### config.mk
export PLATFORM = sky130hd
export DESIGN_NAME = fwd_term_handler
export DESIGN_NICKNAME = d
export VERILOG_FILES = /design/src/rtl/fth_pkg.sv /design/src/rtl/fth_retry_ctr.sv /design/src/rtl/fth_decider.sv /design/src/rtl/fth_status.sv /design/src/rtl/fwd_term_handler.sv
export SDC_FILE = /design/constraint.sdc
export NUM_CORES = 1
export LEC_CHECK = 0
export BUFFER_PORTS_ARGS = -buffer_cell sky130_fd_sc_hd__buf_4
export CAP_MARGIN = 10
export CELL_PAD_IN_SITES_DETAIL_PLACEMENT = 1
export CELL_PAD_IN_SITES_GLOBAL_PLACEMENT = 2
export CORE_ASPECT_RATIO = 1.2
export CORE_MARGIN = 3
export CORE_UTILIZATION = 35
export CTS_CLUSTER_SIZE = 24
export DETAILED_ROUTE_END_ITERATION = 8
export PLACE_DENSITY = 0.83
export SETUP_SLACK_MARGIN = 0.02
export SYNTH_ARGS = -nofsm -noshare
export SYNTH_HDL_FRONTEND = slang
export SYNTH_SLANG_ARGS = --single-unit
### constraint.sdc
create_clock -name clk -period 2.3 [get_ports clk]
set_input_delay 0.115 -clock clk [delete_from_list [all_inputs] [get_ports clk]]
set_output_delay 0.115 -clock clk [all_outputs]
set_load 0.02 [all_outputs]
### src/rtl/fth_pkg.sv
// Package: shared encodings for the forwarded-transaction termination handler.
// Assumes codes 5..7 of the termination field are never driven by a correct source.
package fth_pkg;
    typedef enum logic [1:0] {
        TX_DRD = 2'd0,
        TX_DWR = 2'd1,
        TX_PWR = 2'd2,
        TX_SPC = 2'd3
    } tx_kind_e;

    typedef enum logic [2:0] {
        TC_NORMAL = 3'd0,
        TC_RETRY  = 3'd1,
        TC_DISC   = 3'd2,
        TC_TABORT = 3'd3,
        TC_MABORT = 3'd4
    } term_code_e;

    typedef enum logic [1:0] {
        ST_IDLE  = 2'd0,
        ST_ISSUE = 2'd1,
        ST_HOLD  = 2'd2
    } ent_state_e;
endpackage

### src/rtl/fth_retry_ctr.sv
// Module: bounded retry counter with a per-transaction limit select.
// Counts target retries of the current entry and reports when the next
// retry is the last one allowed. Assumes inc is never raised while at_limit.
module fth_retry_ctr #(
    parameter int SHORT_LOG2 = 24,
    parameter int LONG_LOG2  = 32
) (
    input  logic clk,
    input  logic rst_n,
    input  logic clr,
    input  logic sel_long_in,
    input  logic inc,
    output logic at_limit
);
    localparam int CNT_W = LONG_LOG2;
    localparam logic [CNT_W-1:0] LIM_LONG  = {CNT_W{1'b1}};
    localparam logic [CNT_W-1:0] LIM_SHORT = CNT_W'((64'd1 << SHORT_LOG2) - 64'd1);

    logic [CNT_W-1:0] cnt_q;
    logic             sel_long_q;
    logic [CNT_W-1:0] lim_m1;

    generate
        if (SHORT_LOG2 == LONG_LOG2) begin : g_one_limit
            // Single limit when both settings coincide
            assign lim_m1 = LIM_LONG;
        end else begin : g_two_limits
            // Pick the latched limit
            assign lim_m1 = sel_long_q ? LIM_LONG : LIM_SHORT;
        end
    endgenerate

    // Counter and limit-select register
    always_ff @(posedge clk) begin
        if (!rst_n) begin
            cnt_q      <= '0;
            sel_long_q <= 1'b0;
        end else if (clr) begin
            cnt_q      <= '0;
            sel_long_q <= sel_long_in;
        end else if (inc) begin
            cnt_q      <= cnt_q + 1'b1;
        end
    end

    // Last allowed attempt detection
    assign at_limit = (cnt_q == lim_m1);

    a_r3_cnt_bounded: assert property (@(posedge clk) disable iff (!rst_n)
        cnt_q <= lim_m1);
    a_r2_clr_zeroes: assert property (@(posedge clk) disable iff (!rst_n)
        clr |=> (cnt_q == '0));
endmodule

### src/rtl/fth_decider.sv
// Module: entry state machine turning each target-side termination into an
// initiator-side result. Outputs are registered one-cycle pulses, except the
// repeat response, which reflects the current state. Master-abort events are
// combinational strobes for the status block.
module fth_decider (
    input  logic       clk,
    input  logic       rst_n,
    input  logic       load,
    input  logic [1:0] load_kind,
    input  logic       load_tgt_pri,
    input  logic       term_valid,
    input  logic [2:0] term_code,
    input  logic       rpt_valid,
    input  logic       at_limit,
    output logic       ctr_clr,
    output logic       ctr_inc,
    output logic       busy,
    output logic       retry_req,
    output logic       entry_remove,
    output logic       post_discard,
    output logic       retry_limit_hit,
    output logic       rpt_claim,
    output logic [2:0] rpt_result,
    output logic       ev_ma_pri,
    output logic       ev_ma_sec,
    output logic       ev_ma_post
);
    import fth_pkg::*;

    ent_state_e st_q, st_n;
    tx_kind_e   kind_q;
    logic       tgt_pri_q;
    logic       hold_claim_q, hold_claim_n;
    term_code_e hold_res_q, hold_res_n;
    logic       n_retry, n_remove, n_discard, n_limit, ev_ma;
    term_code_e code;

    assign code    = term_code_e'(term_code);
    assign ctr_clr = load && (st_q == ST_IDLE);

    // Next-state and pulse decision for terminations and repeats
    always_comb begin
        st_n         = st_q;
        hold_claim_n = hold_claim_q;
        hold_res_n   = hold_res_q;
        n_retry      = 1'b0;
        n_remove     = 1'b0;
        n_discard    = 1'b0;
        n_limit      = 1'b0;
        ev_ma        = 1'b0;
        ev_ma_post   = 1'b0;
        ctr_inc      = 1'b0;
        case (st_q)
            ST_IDLE: begin
                if (load) st_n = ST_ISSUE;
            end
            ST_ISSUE: begin
                if (term_valid) begin
                    case (code)
                        TC_RETRY: begin
                            if (at_limit) begin
                                n_limit  = 1'b1;
                                n_remove = 1'b1;
                                st_n     = ST_IDLE;
                            end else begin
                                n_retry  = 1'b1;
                                ctr_inc  = 1'b1;
                            end
                        end
                        TC_MABORT: begin
                            if (kind_q == TX_SPC) begin
                                st_n         = ST_HOLD;
                                hold_claim_n = 1'b1;
                                hold_res_n   = TC_DISC;
                            end else if (kind_q == TX_PWR) begin
                                n_discard  = 1'b1;
                                n_remove   = 1'b1;
                                ev_ma      = 1'b1;
                                ev_ma_post = 1'b1;
                                st_n       = ST_IDLE;
                            end else begin
                                ev_ma        = 1'b1;
                                st_n         = ST_HOLD;
                                hold_claim_n = 1'b0;
                                hold_res_n   = TC_MABORT;
                            end
                        end
                        TC_NORMAL, TC_DISC, TC_TABORT: begin
                            if (kind_q == TX_PWR) begin
                                n_remove = 1'b1;
                                st_n     = ST_IDLE;
                            end else begin
                                st_n         = ST_HOLD;
                                hold_claim_n = 1'b1;
                                hold_res_n   = code;
                            end
                        end
                        default: ;
                    endcase
                end
            end
            ST_HOLD: begin
                if (rpt_valid) begin
                    n_remove = 1'b1;
                    st_n     = ST_IDLE;
                end
            end
            default: st_n = ST_IDLE;
        endcase
    end

    // Entry registers: state, latched attributes, held completion
    always_ff @(posedge clk) begin
        if (!rst_n) begin
            st_q         <= ST_IDLE;
            kind_q       <= TX_DRD;
            tgt_pri_q    <= 1'b0;
            hold_claim_q <= 1'b0;
            hold_res_q   <= TC_NORMAL;
        end else begin
            st_q         <= st_n;
            hold_claim_q <= hold_claim_n;
            hold_res_q   <= hold_res_n;
            if (ctr_clr) begin
                kind_q    <= tx_kind_e'(load_kind);
                tgt_pri_q <= load_tgt_pri;
            end
        end
    end

    // Registered one-cycle result pulses
    always_ff @(posedge clk) begin
        if (!rst_n) begin
            retry_req       <= 1'b0;
            entry_remove    <= 1'b0;
            post_discard    <= 1'b0;
            retry_limit_hit <= 1'b0;
        end else begin
            retry_req       <= n_retry;
            entry_remove    <= n_remove;
            post_discard    <= n_discard;
            retry_limit_hit <= n_limit;
        end
    end

    // Repeat response and status strobes
    assign busy       = (st_q != ST_IDLE);
    assign rpt_claim  = (st_q == ST_ISSUE) || ((st_q == ST_HOLD) && hold_claim_q);
    assign rpt_result = (st_q == ST_HOLD) ? 3'(hold_res_q) : 3'(TC_RETRY);
    assign ev_ma_pri  = ev_ma && tgt_pri_q;
    assign ev_ma_sec  = ev_ma && !tgt_pri_q;

    a_r6_discard_removes: assert property (@(posedge clk) disable iff (!rst_n)
        post_discard |-> entry_remove);
    a_r3_limit_removes: assert property (@(posedge clk) disable iff (!rst_n)
        retry_limit_hit |-> (entry_remove && !retry_req));
    a_r10_idle_no_claim: assert property (@(posedge clk) disable iff (!rst_n)
        !busy |-> !rpt_claim);
    a_r2_load_starts: assert property (@(posedge clk) disable iff (!rst_n)
        (load && !busy) |=> busy);
    a_r4_remove_idles: assert property (@(posedge clk) disable iff (!rst_n)
        entry_remove |-> !busy);
    a_r11_hold_stable: assert property (@(posedge clk) disable iff (!rst_n)
        ((st_q == ST_HOLD) && !rpt_valid) |=> ((st_q == ST_HOLD) && $stable(rpt_result)));
endmodule

### src/rtl/fth_status.sv
// Module: sticky per-bus master-abort status with write-one clear, plus the
// gated system-error pulse. Index 0 is the secondary bus and index 1 the primary.
// A setting event wins over a clear in the same cycle.
module fth_status (
    input  logic clk,
    input  logic rst_n,
    input  logic ev_ma_pri,
    input  logic ev_ma_sec,
    input  logic ev_ma_post,
    input  logic ctl_ma_mode,
    input  logic ctl_serr_en,
    input  logic ctl_ma_post_dis,
    input  logic clr_pri,
    input  logic clr_sec,
    output logic sts_pri,
    output logic sts_sec,
    output logic serr_pulse
);
    localparam int N_SIDE = 2;

    logic [N_SIDE-1:0] ev_set, clr_w, sts_q;

    assign ev_set = {ev_ma_pri, ev_ma_sec};
    assign clr_w  = {clr_pri, clr_sec};

    generate
        for (genvar s = 0; s < N_SIDE; s++) begin : g_side
            // Sticky bit: set wins, write-one clears
            always_ff @(posedge clk) begin
                if (!rst_n)         sts_q[s] <= 1'b0;
                else if (ev_set[s]) sts_q[s] <= 1'b1;
                else if (clr_w[s])  sts_q[s] <= 1'b0;
            end

            a_r7_set_wins: assert property (@(posedge clk) disable iff (!rst_n)
                ev_set[s] |=> sts_q[s]);
            a_r7_sticky: assert property (@(posedge clk) disable iff (!rst_n)
                (sts_q[s] && !clr_w[s]) |=> sts_q[s]);
        end
    endgenerate

    // One-cycle system error on a qualifying posted-write master abort
    always_ff @(posedge clk) begin
        if (!rst_n) serr_pulse <= 1'b0;
        else        serr_pulse <= ev_ma_post && ctl_ma_mode && ctl_serr_en && !ctl_ma_post_dis;
    end

    assign sts_pri = sts_q[1];
    assign sts_sec = sts_q[0];

    a_r8_serr_with_status: assert property (@(posedge clk) disable iff (!rst_n)
        serr_pulse |-> (sts_pri || sts_sec));
    a_r8_serr_single: assert property (@(posedge clk) disable iff (!rst_n)
        serr_pulse |=> !serr_pulse);
endmodule

### src/rtl/fwd_term_handler.sv
// Module: top of the forwarded-transaction termination handler. It ties the
// entry state machine, the bounded retry counter and the status block together.
// Assumes one entry is tracked at a time and the queue above issues loads.
module fwd_term_handler #(
    parameter int SHORT_LOG2 = 24,
    parameter int LONG_LOG2  = 32
) (
    input  logic       clk,
    input  logic       rst_n,
    input  logic       load,
    input  logic [1:0] load_kind,
    input  logic       load_tgt_pri,
    input  logic       load_long,
    input  logic       term_valid,
    input  logic [2:0] term_code,
    input  logic       rpt_valid,
    input  logic       ctl_ma_mode,
    input  logic       ctl_serr_en,
    input  logic       ctl_ma_post_dis,
    input  logic       sts_clr_pri,
    input  logic       sts_clr_sec,
    output logic       busy,
    output logic       retry_req,
    output logic       entry_remove,
    output logic       post_discard,
    output logic       retry_limit_hit,
    output logic       rpt_claim,
    output logic [2:0] rpt_result,
    output logic       sts_rma_pri,
    output logic       sts_rma_sec,
    output logic       serr_pulse
);
    logic ctr_clr, ctr_inc, at_limit;
    logic ev_ma_pri, ev_ma_sec, ev_ma_post;

    fth_decider u_decider (
        .clk, .rst_n, .load, .load_kind, .load_tgt_pri, .term_valid, .term_code,
        .rpt_valid, .at_limit, .ctr_clr, .ctr_inc, .busy, .retry_req, .entry_remove,
        .post_discard, .retry_limit_hit, .rpt_claim, .rpt_result,
        .ev_ma_pri, .ev_ma_sec, .ev_ma_post
    );

    fth_retry_ctr #(.SHORT_LOG2(SHORT_LOG2), .LONG_LOG2(LONG_LOG2)) u_ctr (
        .clk, .rst_n, .clr(ctr_clr), .sel_long_in(load_long), .inc(ctr_inc),
        .at_limit
    );

    fth_status u_status (
        .clk, .rst_n, .ev_ma_pri, .ev_ma_sec, .ev_ma_post, .ctl_ma_mode,
        .ctl_serr_en, .ctl_ma_post_dis, .clr_pri(sts_clr_pri), .clr_sec(sts_clr_sec),
        .sts_pri(sts_rma_pri), .sts_sec(sts_rma_sec), .serr_pulse
    );

    a_r1_pulses_exclusive: assert property (@(posedge clk) disable iff (!rst_n)
        !(retry_req && entry_remove));
    a_r9_serr_posted_only: assert property (@(posedge clk) disable iff (!rst_n)
        serr_pulse |-> post_discard);
endmodule

======== After elaboration in Yosys (flattened, before gate mapping) ========
Cells that the tools add are included.
word-level totals
  register bits after elaboration ......... 49
  word-level logic and storage cells ...... 93
  input port bits ......................... 17
  output and inout port bits .............. 12
cells by class
  $add $sub $neg .......................... 1
  multiplexer cells ....................... 40
  reduce and logical (&&, ||, !) cells .... 21
  eq/ne operators ......................... 16
  bitwise logic cells ..................... 1
operator list
  cell                                                                     number
  32-bit by 1-bit adder with 32-bit output, second input constant          1
  32-bit equality test                                                     1
  32-bit two-way mux                                                       1
  1-bit two-way mux                                                        23
  2-bit two-way mux                                                        6
  3-bit two-way mux                                                        4
  2-bit case mux with 3 select lines                                       2
  5-bit AND reduction                                                      2
  2-bit inequality test, second input constant                             4
  2-bit nonzero test                                                       4
  1-bit logical AND                                                        7
  2-bit equality test, second input constant                               3
  3-bit by 2-bit equality test with 1-bit output, second input constant    2
  3-bit case mux with 2 select lines                                       1
  4-bit inequality test, second input constant                             1
  1-bit case mux with 2 select lines                                       2
  4-bit AND reduction                                                      1
  3-bit by 1-bit equality test with 1-bit output, second input constant    1
  3-bit equality test, second input constant                               1
  3-bit logical NOT                                                        1
  3-bit by 2-bit inequality test with 1-bit output, second input constant  1
  3-bit inequality test, second input constant                             1
  1-bit case mux with 3 select lines                                       1
  3-bit OR reduction                                                       1
  6 further kinds                                                          7

======== Depth between registers and ports, before layout ========
  depth in word-level cells ............... 9
  depth in mapped cells ................... 9
  gate-level depth less buffers ........... 7

======== Modules after synthesis ========
From an unflattened synthesis, not the netlist that was laid out.
second synthesis, totals
  cells, all modules ...................... 289
  area total of the unflattened synthesis .. 2429.8 µm²
modules (own cells, without submodules)
  module         cells an instance  instances  area each (µm²)
  fth_retry_ctr  191                1          1617.8
  fth_decider    89                 1          706.9
  fth_status     9                  1          105.1

======== Least setup slack after synthesis ========
Ideal clock, no wire load.
  path kind ............................... register to register
  from .................................... reg u_ctr.sel_long_q
  to ...................................... reg u_ctr.cnt_q[21]
  slack ................................... 267 ps
  buffers on the path ..................... 1
  library setup time ...................... 72 ps
  arrival time ............................ 1962 ps
  cell stages (with the launch flop) ...... 7
  cells stage by stage .................... dfxtp_1 -> or4_1 -> o22a_1 -> or4_1 -> buf_2 -> nand4_1 -> mux2i_1
on the way
  longest elaborated chain between the ends .. 6
RTL lines
  item                      line                 source
  start: declaration        fth_retry_ctr.sv:20  logic sel_long_q;
  start signal: assignment  fth_retry_ctr.sv:40  sel_long_q <= sel_long_in;
  32-bit two-way mux        fth_retry_ctr.sv:29  assign lim_m1 = sel_long_q ? LIM_LONG : LIM_SHORT;
  32-bit equality test      fth_retry_ctr.sv:47  assign at_limit = (cnt_q == lim_m1);
  1-bit two-way mux         fth_decider.sv:61    if (at_limit) begin
  1-bit two-way mux         fth_decider.sv:59    case (code)
  1-bit two-way mux         fth_decider.sv:58    if (term_valid) begin
  1-bit two-way mux         n/a
  end signal: assignment    fth_retry_ctr.sv:42  cnt_q <= cnt_q + 1'b1;
  end: declaration          fth_retry_ctr.sv:19  logic [CNT_W-1:0] cnt_q;
No other way between the ends.
A chain may end at the register's enable or synchronous reset.

======== Worst setup path in the final report ========
  from .................................... reg u_ctr.sel_long_q
  to ...................................... reg u_decider.entry_remove
on the way
  longest elaborated chain between the ends .. 6
RTL lines
  item                                line                 source
  32-bit two-way mux                  fth_retry_ctr.sv:29
  32-bit equality test                fth_retry_ctr.sv:47
  1-bit two-way mux                   fth_decider.sv:61
  1-bit case mux with 3 select lines  fth_decider.sv:59
  1-bit two-way mux                   fth_decider.sv:58
  1-bit case mux with 2 select lines  fth_decider.sv:53    case (st_q)
  end signal: assignment              fth_decider.sv:140   entry_remove <= n_remove;
  end: declaration                    fth_decider.sv:19    output logic entry_remove,
No other way between the ends.

==> impl_metrics.csv <==
group,metric,value,unit
clocking,cts-buffers-inserted,5,
timing,setup_tns,0,ns
timing,setup_ws,0.160,ns
layout,nNetsFinal,378,
worst_setup_path,critPathCapture,"u_decider.entry_remove",
synth,synth-main-ff-cell,"dfxtp_1",
floorplan,num_io_pins,29,
timing,tightestPinTransition,0.554,ns
clocking,insertion_delay,0.31,ns
timing,hold_violations,0,
pwr,power.internal,1380,µW
pwr,power-per-cell-area,613,nW/µm²
clocking,cts_tree,"built",
layout,drive_above_1_share,0.190,
synth,synthesis.area,2620,µm²
worst_setup_path,r2r-end,"u_decider.entry_remove",
pwr,vdd_ir_drop_max,0.000334,V
synth,ys_async_sr_fraction,0,
floorplan,die-width,85.0,µm
placed_design,dpl.hpwl,5.24,mm
global_route,grt_start_max_net_pins,38,
worst_setup_path,cp-startpoint,"u_ctr.sel_long_q",
synth,synth_cell_types,48,
drt,wl,7.47,mm
worst_setup_path,critPathLaunchType,"register",
drt,dr.pass1.iters,4,
drt,drc,0,
timing,setup_viol,0,
layout,multi_input_area,1530,µm²
timing,maxSlewHeadroom,0.628,
layout,diodes,0,
drt,vias,2634,
clocking,cts.sinks,49,
floorplan,die_h,101,µm
floorplan,die_area,8570,µm²
worst_setup_path,end_kind,"register",
synth,ys_ff_latch,49,
timing,rsz0062_at_grt,"false",
synth,ys_warn_count,0,
floorplan,design.core.area,7060,µm²
drt,route.detailed.wl_per_inst,16.8,µm
pwr,power_switching,566,µW
pwr,p_seq_frac,0.461,
pwr,p_leak,0.00119,µW
layout,seq_area,981,µm²
synth,yosysSeqAreaShare,0.374,
synth,postSynthCellCount,314,
worst_setup_path,critPathRequiredTime,2.53,ns
timing,fin_skew,0.0100,ns
global_route,antenna_found_initial,0,
worst_setup_path,cp.arrival,2.37,ns
floorplan,rows,33,
layout,nFillCells,844,
pwr,p_clk_frac,0.339,
pwr,swShare,0.290,
worst_hold_path,hold_path.class,"in -> reg",
layout,area_growth,21.2,%
placed_design,gp_congestion,0.823,
pwr,p_comb_frac,0.201,
placed_design,pre_cts_slack,0.0633,ns
synth,synth_nets,335,
clocking,clock_path_buffers,2,
worst_setup_path,r2r-start,"u_ctr.sel_long_q",
drt,first_iter_violations,61,
clocking,path_clk_slew,0.10,ns
clocking,cts_max_level,2,
timing,min_period,2.14,ns
synth,avgSynthCellArea,8.35,µm²
timing,finalCritPeriodShare,0.930,
flow_run,max_cap_violations,0,
status,status,"finished clean",
timing,drv_slew,0,
global_route,grt_pass1_wl,12.6,mm
synth,synth_edf_count,0,
drt,ant_nets,0,
global_route,grt_pass1_vias,2609,
worst_setup_path,worst-setup-path-type,"reg -> reg",
floorplan,initial_core_util,0.371,
timing,max_freq,467,MHz
worst_setup_path,reg2reg_depth,6,
global_route,grtUsageTotal,0.179,
clocking,cts_root_buf,"clkbuf_8",
placed_design,io_buffers,28,
global_route,overflow,0,
worst_setup_path,rrSetupSlack,0.16,ns
worst_setup_path,crit_fanout,37,
drt,drt-vias-per-instance,5.92,
==> cells in the final DEF, fill, tap and decap left out, types with 4 or more instances in the layout <==
master     n
a21boi_0   7
a21oi_1   21
and2_1     5
and3_1    10
buf_4     50
clkbuf_8   6
dfxtp_1   49
ha_1       4
inv_1     10
nand2_1   40
nand2b_1   4
nand3_1   24
nand4_1   13
nor2_1     6
nor2b_1    7
o211ai_1  11
o21ai_0    9
o31ai_1   12
or3_1      8
or4_1     21
==> timing repair <==
action / CTS / global route
setup endpoints to repair: 0 / 1
setup buffers: 0 / 0
gates resized for setup: 0 / 1
hold buffers: 1 / 0
endpoints found under the hold margin: 1 / 0
==> cells by family (layout without fill, tap and decap cells) <==
family          count (synthesis)  after routing  synth area share
flops                          49             49             0.374
simple gates                  156            156             0.353
fa+ha+maj                       4              4            0.0191
compound gates                 77             77             0.199
buf+inv                        26             70            0.0472
mux                             2              2           0.00763
==> state kept, by name (all words and copies together), names as in the netlist <==
signal	count
u_decider.st_q	2
u_decider.tgt_pri_q	1
u_status.serr_pulse	1
u_decider.hold_claim_q	1
u_decider.retry_limit_hit	1
u_decider.post_discard	1
u_decider.retry_req	1
u_decider.kind_q	2
u_status.sts_pri	1
u_status.sts_sec	1
u_decider.hold_res_q	3
u_decider.entry_remove	1
u_ctr.sel_long_q	1
u_ctr.cnt_q	32
==> synth_stat cells (all sizes together) (8+ instances only) <==
master	number	area, µm²
o211ai	11	82.6
nand2	41	156
a21oi	21	105
nand4	14	93.8
inv	10	37.5
dfxtp	49	981
or3	8	50.1
o31ai	12	90.1
or4	22	165
clkbuf	9	33.8
and3	10	62.6
o21ai	10	50.0
nand3	24	120
==> power by group through the flow <==
stage,clock (µW),sequential [µW],combinational (µW)
6_report,660,898,391
5_1_grt,707,902,429
4_1_cts,677,898,393
3_5_place_dp,0,918,389
3_3_place_gp,0,917,384
2_1_floorplan,0,914,225
==> metrics by stage <==
| step | util | total power (µW) | cell area (µm²) | instances | hold slack, ns |
|---|---|---|---|---|---|
| CTS | 0.450 | 1970 | 3180 | 445 | 0.0289 |
| floorplan | - | 1140 | 2620 | 314 | 0.190 |
| finish | 0.450 | 1950 | 3180 | 445 | 0.0396 |
| detailed placement | 0.432 | 1310 | 3050 | 436 | 0.281 |
| global route | 0.450 | 2040 | 3180 | 445 | 0.0495 |
| global placement | 0.432 | 1300 | 3050 | 436 | 0.278 |
==> cell type report <==
class,instances,share of cell area
multi-input cells,239,0.481
well taps,87,0.0342
flip-flops and latches,49,0.309
clock buffers,7,0.0272
inverters,10,0.0118
clock inverters,1,0.00945
repair buffers,52,0.128
==> how the worst min path moves through the flow <==
stage,startpoint,end,slack [ns],cells past startpoint
after global placement,ctl_ma_post_dis,u_status.serr_pulse,0.28,2
after floorplan,ctl_ma_post_dis,u_status.serr_pulse,0.19,1
final,ctl_ma_mode,u_status.serr_pulse,0.04,3
after CTS,ctl_ma_mode,u_status.serr_pulse,0.03,3
after global routing,ctl_ma_mode,u_status.serr_pulse,0.05,3
after detailed placement,ctl_ma_post_dis,u_status.serr_pulse,0.28,2
==> routing by layer <==
layer | share of wire | track usage
met1 | 0.45 | 0.214
met2 | 0.50 | 0.324
met3 | 0.038 | 0.0278
met4 | 0.014 | 0.0585
met5 | 0 | 0
==> critical path, stage by stage (launching register included) <==
cell and delay [ns]:
dfxtp_1 0.35, or4_1 0.53, o22a_1 0.27, nor4_4 0.37, buf_12 0.23, nand2_2 0.08
a221oi_2 0.21
Power figures use the tool's default switching activity.
